<file path="src/rtl/lu_pkg.sv">
package lu_pkg;
  localparam int unsigned DATA_W  = 32;
  localparam int unsigned N_WIDTH = 3;   // 8, 16, 32
  localparam int unsigned PAR_W   = 8;

  typedef enum logic [2:0] {
    LU_AND  = 3'd0,
    LU_OR   = 3'd1,
    LU_XOR  = 3'd2,
    LU_NOT  = 3'd3,
    LU_TEST = 3'd4
  } lu_op_e;

  typedef enum logic [1:0] {
    LU_W8   = 2'd0,
    LU_W16  = 2'd1,
    LU_W32  = 2'd2,
    LU_WRSV = 2'd3
  } lu_width_e;

  typedef struct packed {
    logic cf;
    logic of;
    logic zf;
    logic sf;
    logic pf;
  } lu_flags_t;

  function automatic logic lu_op_legal(input logic [2:0] op);
    return op <= 3'd4;
  endfunction
endpackage

</file>
<file path="src/rtl/lu_op.sv">
module lu_op
  import lu_pkg::*;
#(
  parameter int unsigned DW = DATA_W
) (
  input  logic [2:0]    op_i,
  input  logic [DW-1:0] dst_i,
  input  logic [DW-1:0] src_i,
  output logic [DW-1:0] raw_o
);
  always_comb begin
    unique case (op_i)
      LU_AND, LU_TEST: raw_o = dst_i & src_i;
      LU_OR:           raw_o = dst_i | src_i;
      LU_XOR:          raw_o = dst_i ^ src_i;
      LU_NOT:          raw_o = ~dst_i;
      default:         raw_o = '0;
    endcase
  end
endmodule

</file>
<file path="src/rtl/lu_mask.sv">
module lu_mask
  import lu_pkg::*;
#(
  parameter int unsigned DW = DATA_W,
  parameter int unsigned NW = N_WIDTH
) (
  input  logic [1:0]    width_i,
  input  logic [DW-1:0] raw_i,
  output logic [DW-1:0] res_o
);
  logic [DW-1:0] mask_w [NW];

  for (genvar g = 0; g < NW; g++) begin : g_mask
    localparam int unsigned BITS = 8 << g;
    assign mask_w[g] = {DW{1'b1}} >> (DW - BITS);
  end

  logic [DW-1:0] mask_sel;
  always_comb begin
    if (width_i >= 2'(NW)) mask_sel = mask_w[NW-1];
    else                   mask_sel = mask_w[width_i];
  end

  assign res_o = raw_i & mask_sel;
endmodule

</file>
<file path="src/rtl/lu_flags.sv">
module lu_flags
  import lu_pkg::*;
#(
  parameter int unsigned DW = DATA_W,
  parameter int unsigned NW = N_WIDTH
) (
  input  logic [1:0]    width_i,
  input  logic [DW-1:0] res_i,
  output lu_flags_t     flags_o
);
  logic [NW-1:0] msb_w;

  for (genvar g = 0; g < NW; g++) begin : g_msb
    localparam int unsigned TOP = (8 << g) - 1;
    assign msb_w[g] = res_i[TOP];
  end

  logic sign;
  always_comb begin
    if (width_i >= 2'(NW)) sign = msb_w[NW-1];
    else                   sign = msb_w[width_i];
  end

  // res_i is already masked to the selected width
  assign flags_o.cf = 1'b0;
  assign flags_o.of = 1'b0;
  assign flags_o.zf = (res_i == '0);
  assign flags_o.sf = sign;
  assign flags_o.pf = ~^res_i[PAR_W-1:0];
endmodule

</file>
<file path="src/rtl/logic_unit.sv">
module logic_unit
  import lu_pkg::*;
(
  input  logic        clk_i,
  input  logic        rst_ni,
  input  logic        valid_i,
  input  logic [2:0]  op_i,
  input  logic [1:0]  width_i,
  input  logic [31:0] dst_i,
  input  logic [31:0] src_i,
  output logic [31:0] result_o,
  output logic        wr_en_o,
  output logic        done_o,
  output logic        cf_o,
  output logic        of_o,
  output logic        zf_o,
  output logic        sf_o,
  output logic        pf_o
);
  logic [DATA_W-1:0] raw, res_d, res_q;
  lu_flags_t         flags_d, flags_q;
  logic              accept;

  lu_op #(.DW(DATA_W)) i_op (
    .op_i  (op_i),
    .dst_i (dst_i),
    .src_i (src_i),
    .raw_o (raw)
  );

  lu_mask #(.DW(DATA_W), .NW(N_WIDTH)) i_mask (
    .width_i (width_i),
    .raw_i   (raw),
    .res_o   (res_d)
  );

  lu_flags #(.DW(DATA_W), .NW(N_WIDTH)) i_flags (
    .width_i (width_i),
    .res_i   (res_d),
    .flags_o (flags_d)
  );

  assign accept = valid_i && lu_op_legal(op_i);

  always_ff @(posedge clk_i or negedge rst_ni) begin
    if (!rst_ni) begin
      res_q   <= '0;
      flags_q <= '0;
      done_o  <= 1'b0;
      wr_en_o <= 1'b0;
    end else begin
      done_o  <= accept;
      wr_en_o <= accept && (op_i != LU_TEST);
      if (accept) begin
        res_q   <= res_d;
        flags_q <= flags_d;
      end
    end
  end

  assign result_o = res_q;
  assign cf_o     = flags_q.cf;
  assign of_o     = flags_q.of;
  assign zf_o     = flags_q.zf;
  assign sf_o     = flags_q.sf;
  assign pf_o     = flags_q.pf;
endmodule

</file>
<file path="config.mk">
export PLATFORM = sky130hd
export DESIGN_NAME = logic_unit
export DESIGN_NICKNAME = d
export VERILOG_FILES = /design/src/rtl/lu_pkg.sv /design/src/rtl/lu_op.sv /design/src/rtl/lu_mask.sv /design/src/rtl/lu_flags.sv /design/src/rtl/logic_unit.sv
export SDC_FILE = /design/constraint.sdc
export NUM_CORES = 1
export LEC_CHECK = 0
export CORE_MARGIN = 4
export CORE_UTILIZATION = 30
export CTS_BUF_LIST = sky130_fd_sc_hd__clkbuf_16
export DETAILED_ROUTE_END_ITERATION = 8
export MAX_ROUTING_LAYER = met4
export PLACE_DENSITY = 0.63
export SYNTH_ARGS = -nofsm -noshare
export SYNTH_HDL_FRONTEND = slang
export SYNTH_HIERARCHICAL = 1
export SYNTH_SLANG_ARGS = --single-unit
export TNS_END_PERCENT = 100
</file>
<file path="constraint.sdc">
create_clock -name clk_i -period 0.8 [get_ports clk_i]
set_input_delay 0.08 -clock clk_i [delete_from_list [all_inputs] [get_ports clk_i]]
set_output_delay 0.08 -clock clk_i [all_outputs]
set_load 0.05 [all_outputs]
</file>
Yosys cells after proc, flatten, opt, wreduce, memory -nomap -nowiden

Index checks and enable logic that the tools add are counted.

Register bits: 37
Input bits: 72
Output and inout bits: 39
Word-level logic and storage cells: 35

$lt $le $gt $ge: 4
Equal/unequal tests: 5
Multiplexer cells: 8
Bitwise operators: 6
Reductions and logical operators: 6

Operators with widths:

| cell                                                  | number |
|---|---|
| case mux 32 bit (4 select lines)                      | 1 |
| two-way mux 32 bit                                    | 3 |
| bitwise AND 32 bit                                    | 2 |
| binary-select mux 32 bit (select 2 bit)               | 1 |
| zero test 32 bit                                      | 1 |
| NOT 32 bit                                            | 1 |
| OR 32 bit                                             | 1 |
| XOR 32 bit                                            | 1 |
| XNOR reduction 8 bit                                  | 1 |
| equality test 3 x 2 -> 1 bit, second input constant   | 2 |
| equality test 3 x 1 -> 1 bit, second input constant   | 1 |
| equality test 3 bit, second input constant            | 1 |
| >= comparator 3 bit, second input constant            | 1 |
| less-or-equal comparator 3 bit, second input constant | 1 |
| zero test 3 bit                                       | 1 |
| < comparator 2 x 3 -> 1 bit, second input constant    | 1 |
| inequality test 3 bit, second input constant          | 1 |
| NOT 2 -> 3 bit                                        | 1 |
| binary-select mux 1 bit (select 2 bit)                | 1 |
| >= comparator 2 bit, second input constant            | 1 |
| logical AND 1 bit                                     | 2 |
| two-way mux 1 bit                                     | 2 |
| OR reduction 2 bit                                    | 1 |

Depth between registers and ports, before layout

Word-level depth: 9
Depth in mapped cells: 13
Mapped depth without buffers: 12

Cells and area by module

Netlist, hierarchy kept.

Modules (own cells, without submodules):

| module     | times used | cells an instance | area an instance (um^2) | sequential area each (um^2) |
|---|---|---|---|---|
| lu_op      | 1          | 293               | 2043.2                  | 0.0 |
| logic_unit | 1          | 169               | 1724.2                  | 975.9 |
| lu_flags   | 1          | 32                | 235.2                   | 0.0 |
| lu_mask    | 1          | 35                | 225.2                   | 0.0 |

Least setup slack after synthesis

No wires, ideal clock.

Path kind: in2reg
Start: in op_i[0]
End: reg flags_q, in the netlist pf_o
Setup time: 0.101 ns
Data arrival time: 1.616 ns
Required time: 0.699 ns
Slack: -0.917 ns
Stages: 12
Path buffers: 3
Cell sequence: buf_6 -> nor2_2 -> clkbuf_8 -> a22oi_1 -> o21ai_0 -> clkbuf_1 -> inv_1 -> ha_1 -> xnor2_1 -> xnor2_1 -> nand2_1 -> o32ai_1

RTL lines:

| item                   | RTL line         | RTL |
|---|---|---|
| start: declaration     | logic_unit.sv:7  | `input logic [2:0] op_i,` |
| end signal: assignment | logic_unit.sv:56 | `flags_q <= flags_d;` |
| end: declaration       | logic_unit.sv:21 | `lu_flags_t flags_d, flags_q;` |

Final worst setup path

Start: in dst_i[1]
End: reg res_q[1], in the netlist result_o[1]

Longest elaborated chain between the ends: 3
Elaborated cells on any way between the ends: 6
Those cells by class: mux: 1; bitwise: 5

Ends and longest elaborated chain:

| item                                     | RTL line         | RTL |
|---|---|---|
| start: declaration                       | logic_unit.sv:9  | `input logic [31:0] dst_i,` |
| XOR 32 bit, or another cell as far along | lu_op.sv:15      | `LU_XOR: raw_o = dst_i ^ src_i;` |
| case mux 32 bit (4 select lines) *       | lu_op.sv:12      | `unique case (op_i)` |
| net raw[1]                               | logic_unit.sv:20 | `logic [DATA_W-1:0] raw, res_d, res_q;` |
| bitwise AND 32 bit *                     | lu_mask.sv:24    | `assign res_o = raw_i & mask_sel;` |
| end signal: assignment                   | logic_unit.sv:55 | `res_q <= res_d;` |
| end: declaration                         | logic_unit.sv:20 |  |

Mark *: on every way through the listed nets, which the timed path passes. The rest lies on a longest branch.
A chain may end at the register's enable or synchronous reset.

==> flow_metrics.env <==
export IMPL_status="finished, violations left"
export IMPL_top_usage_layer="met2"
export IMPL_start_util_pct=30.6
export IMPL_grt_antenna_before_repair=0
export IMPL_violations="setup timing"
export IMPL_cts_root_buffer="clkbuf_16"
export IMPL_cp_max_fo=2
export IMPL_ys_ff_latch=39
export IMPL_yosysSeqAreaShare_pct=23.1
export IMPL_ys_flop_type="dfrtp_1"
export IMPL_fillers=1071
export IMPL_maxSlewViolCount=0
export IMPL_crit_start="dst_i[1]"
export IMPL_synth_cell_types=34
export IMPL_internal_power_mw=6.74
export IMPL_drive_gt1_share_pct=57.8
export IMPL_power_density_nw_per_um2=1210
export IMPL_cpMaxStageDelayCell="clkdlybuf4s15_2"
export IMPL_power_total_mw=10.6
export IMPL_io_pins=111
export IMPL_gr_total_overflow=0
export IMPL_clk_path_buf_depth=2
export IMPL_critPathLaunchType="input port"
export IMPL_r2r_cells=4
export IMPL_switching_power_mw=3.83
export IMPL_grt_max_degree=40
export IMPL_dpl_instance_area_um2=6650
export IMPL_synthArstFlopShare_pct=100
export IMPL_grt_pass1_wl_um=25000
export IMPL_setup_ws_ns=-0.827
export IMPL_use_met2_pct=34.2
export IMPL_postRouteAntennaNets=0
export IMPL_slowest_delay_ns=0.21
export IMPL_drtPass1Iterations=4
export IMPL_grt_pass1_vias=5072
export IMPL_skew_ns=0
export IMPL_final_period_utilization_pct=203
export IMPL_dr_total_vias=4806
export IMPL_path_cells="clkdlybuf4s15_2 -> inv_2 -> ha_4 -> mux2i_4 -> o21ai_2 -> buf_4 -> buf_4 -> buf_4 -> buf_4 -> buf_4 -> buf_4 -> nand2_1 -> o32ai_1"
export IMPL_switching_share_pct=36.2
export IMPL_dpl_cell_count=890
export IMPL_worstSetupPathType="input port to flop"
export IMPL_synth_cells=529
export IMPL_final_area_um2=8710
export IMPL_cts_tree="yes"
export IMPL_required_ns=0.95
export IMPL_pwr_share_comb_pct=59.4
export IMPL_routed_via_density=4.91
export IMPL_fmax_mhz=615
export IMPL_period_minus_slack_ns=1.63
export IMPL_met3_usage_pct=1.60
export IMPL_clk_insertion_delay_late_ns=0.27
export IMPL_cts_buffers=5
export IMPL_drt_iter0_drc=285
export IMPL_grt_met1_usage_pct=23.4
export IMPL_ir_drop_uv=865
export IMPL_seq_power_share_pct=23.2
export IMPL_syn_area_um2=4230
export IMPL_p_leak_nw=4.13
export IMPL_rsz0062_at_grt="true"
export IMPL_rows=43
export IMPL_insertedDiodeCount=0
export IMPL_finalSetupViolCount=78
export IMPL_path_common_cell="buf_4"
export IMPL_hold_viol=0
export IMPL_end_kind="flop"
export IMPL_syn_to_final_growth_pct=106
export IMPL_worstPathArrival_ns=1.78
export IMPL_core_area_um2=13800
export IMPL_crit_reg2reg_launch="result_o[30]"
export IMPL_die_area_um2=16100
export IMPL_die_w_um=127
export IMPL_grt_usage_pct=19.5
export IMPL_clkSinkCount=39
export IMPL_nets=937
export IMPL_yosys_warnings=6
export IMPL_syn_avg_cell_area_um2=7.99
export IMPL_wl_per_cell_um=17.3
export IMPL_place_congestion=0.861
export IMPL_hpwl_um=10300
export IMPL_drc=0
export IMPL_wirelength_um=16900
export IMPL_dpl_worst_slack_ns=-1.55
export IMPL_hold_class="input port to async pin"
export IMPL_cts_clk_slew_worst_paths_ns=0.05
export IMPL_hold_ws_ns=0.312
export IMPL_synth_edf_count=0
export IMPL_portBuffers=110
export IMPL_instances_no_fill=978
export IMPL_clkPwrFrac_pct=17.4
export IMPL_htreeDepth=2
export IMPL_die_h_um=127
export IMPL_drv_cap=0
-- routing by layer --
metal	routed length (µm)	vias up
met3	663	38
met1	6840	2319
met2	8840	160
met5	0	-
li1	-	2289
met4	585	0
-- path summary, 6_finish.rpt --
check / slack, ns / end
min reg2reg: 0.58 / of_o
min in group clk_i: 0.46 / result_o[4]
min: 0.31 / wr_en_o
max in group asynchronous: 0.28 / result_o[29]
max: -0.83 / result_o[1]
max reg2reg: -0.16 / result_o[30]
-- layout by cell type (no fill, tap or decap), drive strengths merged, types with 2 or more instances in the layout --
cell type      count
mux2i             18
xnor2              3
a22oi             31
nor2              34
nor4b              2
o32ai             37
nor4               5
clkdlybuf4s15     19
inv              111
buf              263
dlygate4sd2       17
clkbuf            10
o21ai             48
ha                68
bufbuf             2
and2              16
conb               2
nand2             53
nor2b              3
dfrtp             39
o21a               9
-- final cells by class --
type                       count  area, µm²  share of cell area, %
tap                          180        225                   2.59
multi-input combinational    335       3450                   39.6
inverter                     109        409                   4.70
clock buffer                   5        125                   1.44
clock inverter                 3       12.5                  0.144
timing repair buffer         307       3490                   40.1
sequential                    39        995                   11.4
-- worst max-delay path: cells and delay by family --
kind	cells	cell delay, ns
buf+inv	8	1.03
fa+ha+maj	1	0.20
mux	1	0.20
compound gates	2	0.17
simple gates	1	0.09
-- power groups by stage --
stage | Combinational (mW) | Clock [mW] | Sequential, mW
finish | 6.28 | 1.84 | 2.45
detailed placement | 4.69 | 0 | 2.44
CTS | 5.68 | 1.86 | 2.45
global placement | 4.61 | 0 | 2.43
floorplan | 1.43 | 0 | 3.19
global route | 6.59 | 1.96 | 2.47
-- state kept, by name, summed over array words and instances, names as in the netlist --
register / count
cf_o: 1
of_o: 1
pf_o: 1
zf_o: 1
done_o: 1
wr_en_o: 1
sf_o: 1
result_o: 32
-- cells by family after synthesis --
group                    synth area share (%)
buffers and inverters                    17.3
AO/OA/AOI/OAI                            20.9
AND/OR/NAND/NOR                          13.6
adder cells (fa/ha/maj)                  20.1
flip-flops                               23.1
multiplexers                             4.26
XOR/XNOR                                0.622
other                                  0.0887
-- timing repair --
action                                  CTS  global route
endpoints found under the setup margin   78            78
hold buffers                              1             0
buffers inserted                         72            23
gates cloned                              8             2
gates resized for setup                 399            84
hold endpoints to repair                 39             0
pin swaps                               100            35
-- Yosys cell counts, types with 3 or more instances --
cell	count	area share [%]
inv_1	109	9.7
ha_1	68	20
nand2_1	53	4.7
dfrtp_1	39	23
o21ai_0	39	4.6
o32ai_1	35	7.3
nor2_1	32	2.8
a22oi_1	31	5.5
mux2i_1	18	4.3
clkbuf_1	13	1.2
buf_2	12	1.4
and2_1	10	1.5
buf_6	10	2.7
o21a_1	9	1.6
o21ai_1	9	1.1
buf_4	8	1.4
and2_2	6	1.1
clkbuf_2	3	0.36
nor4_2	3	0.89
xnor2_1	3	0.62
-- stage by stage --
stage / TNS, ns / utilization (%)
final: -31.37 / 63.0
after global routing: -33.03 / 63.0
after CTS: -21.04 / 59.0
after detailed placement: -43.86 / 48.1
after global placement: -40.57 / 48.1
after floorplan: -10.13 / -
No activity file was read; power rests on OpenSTA's default activity.
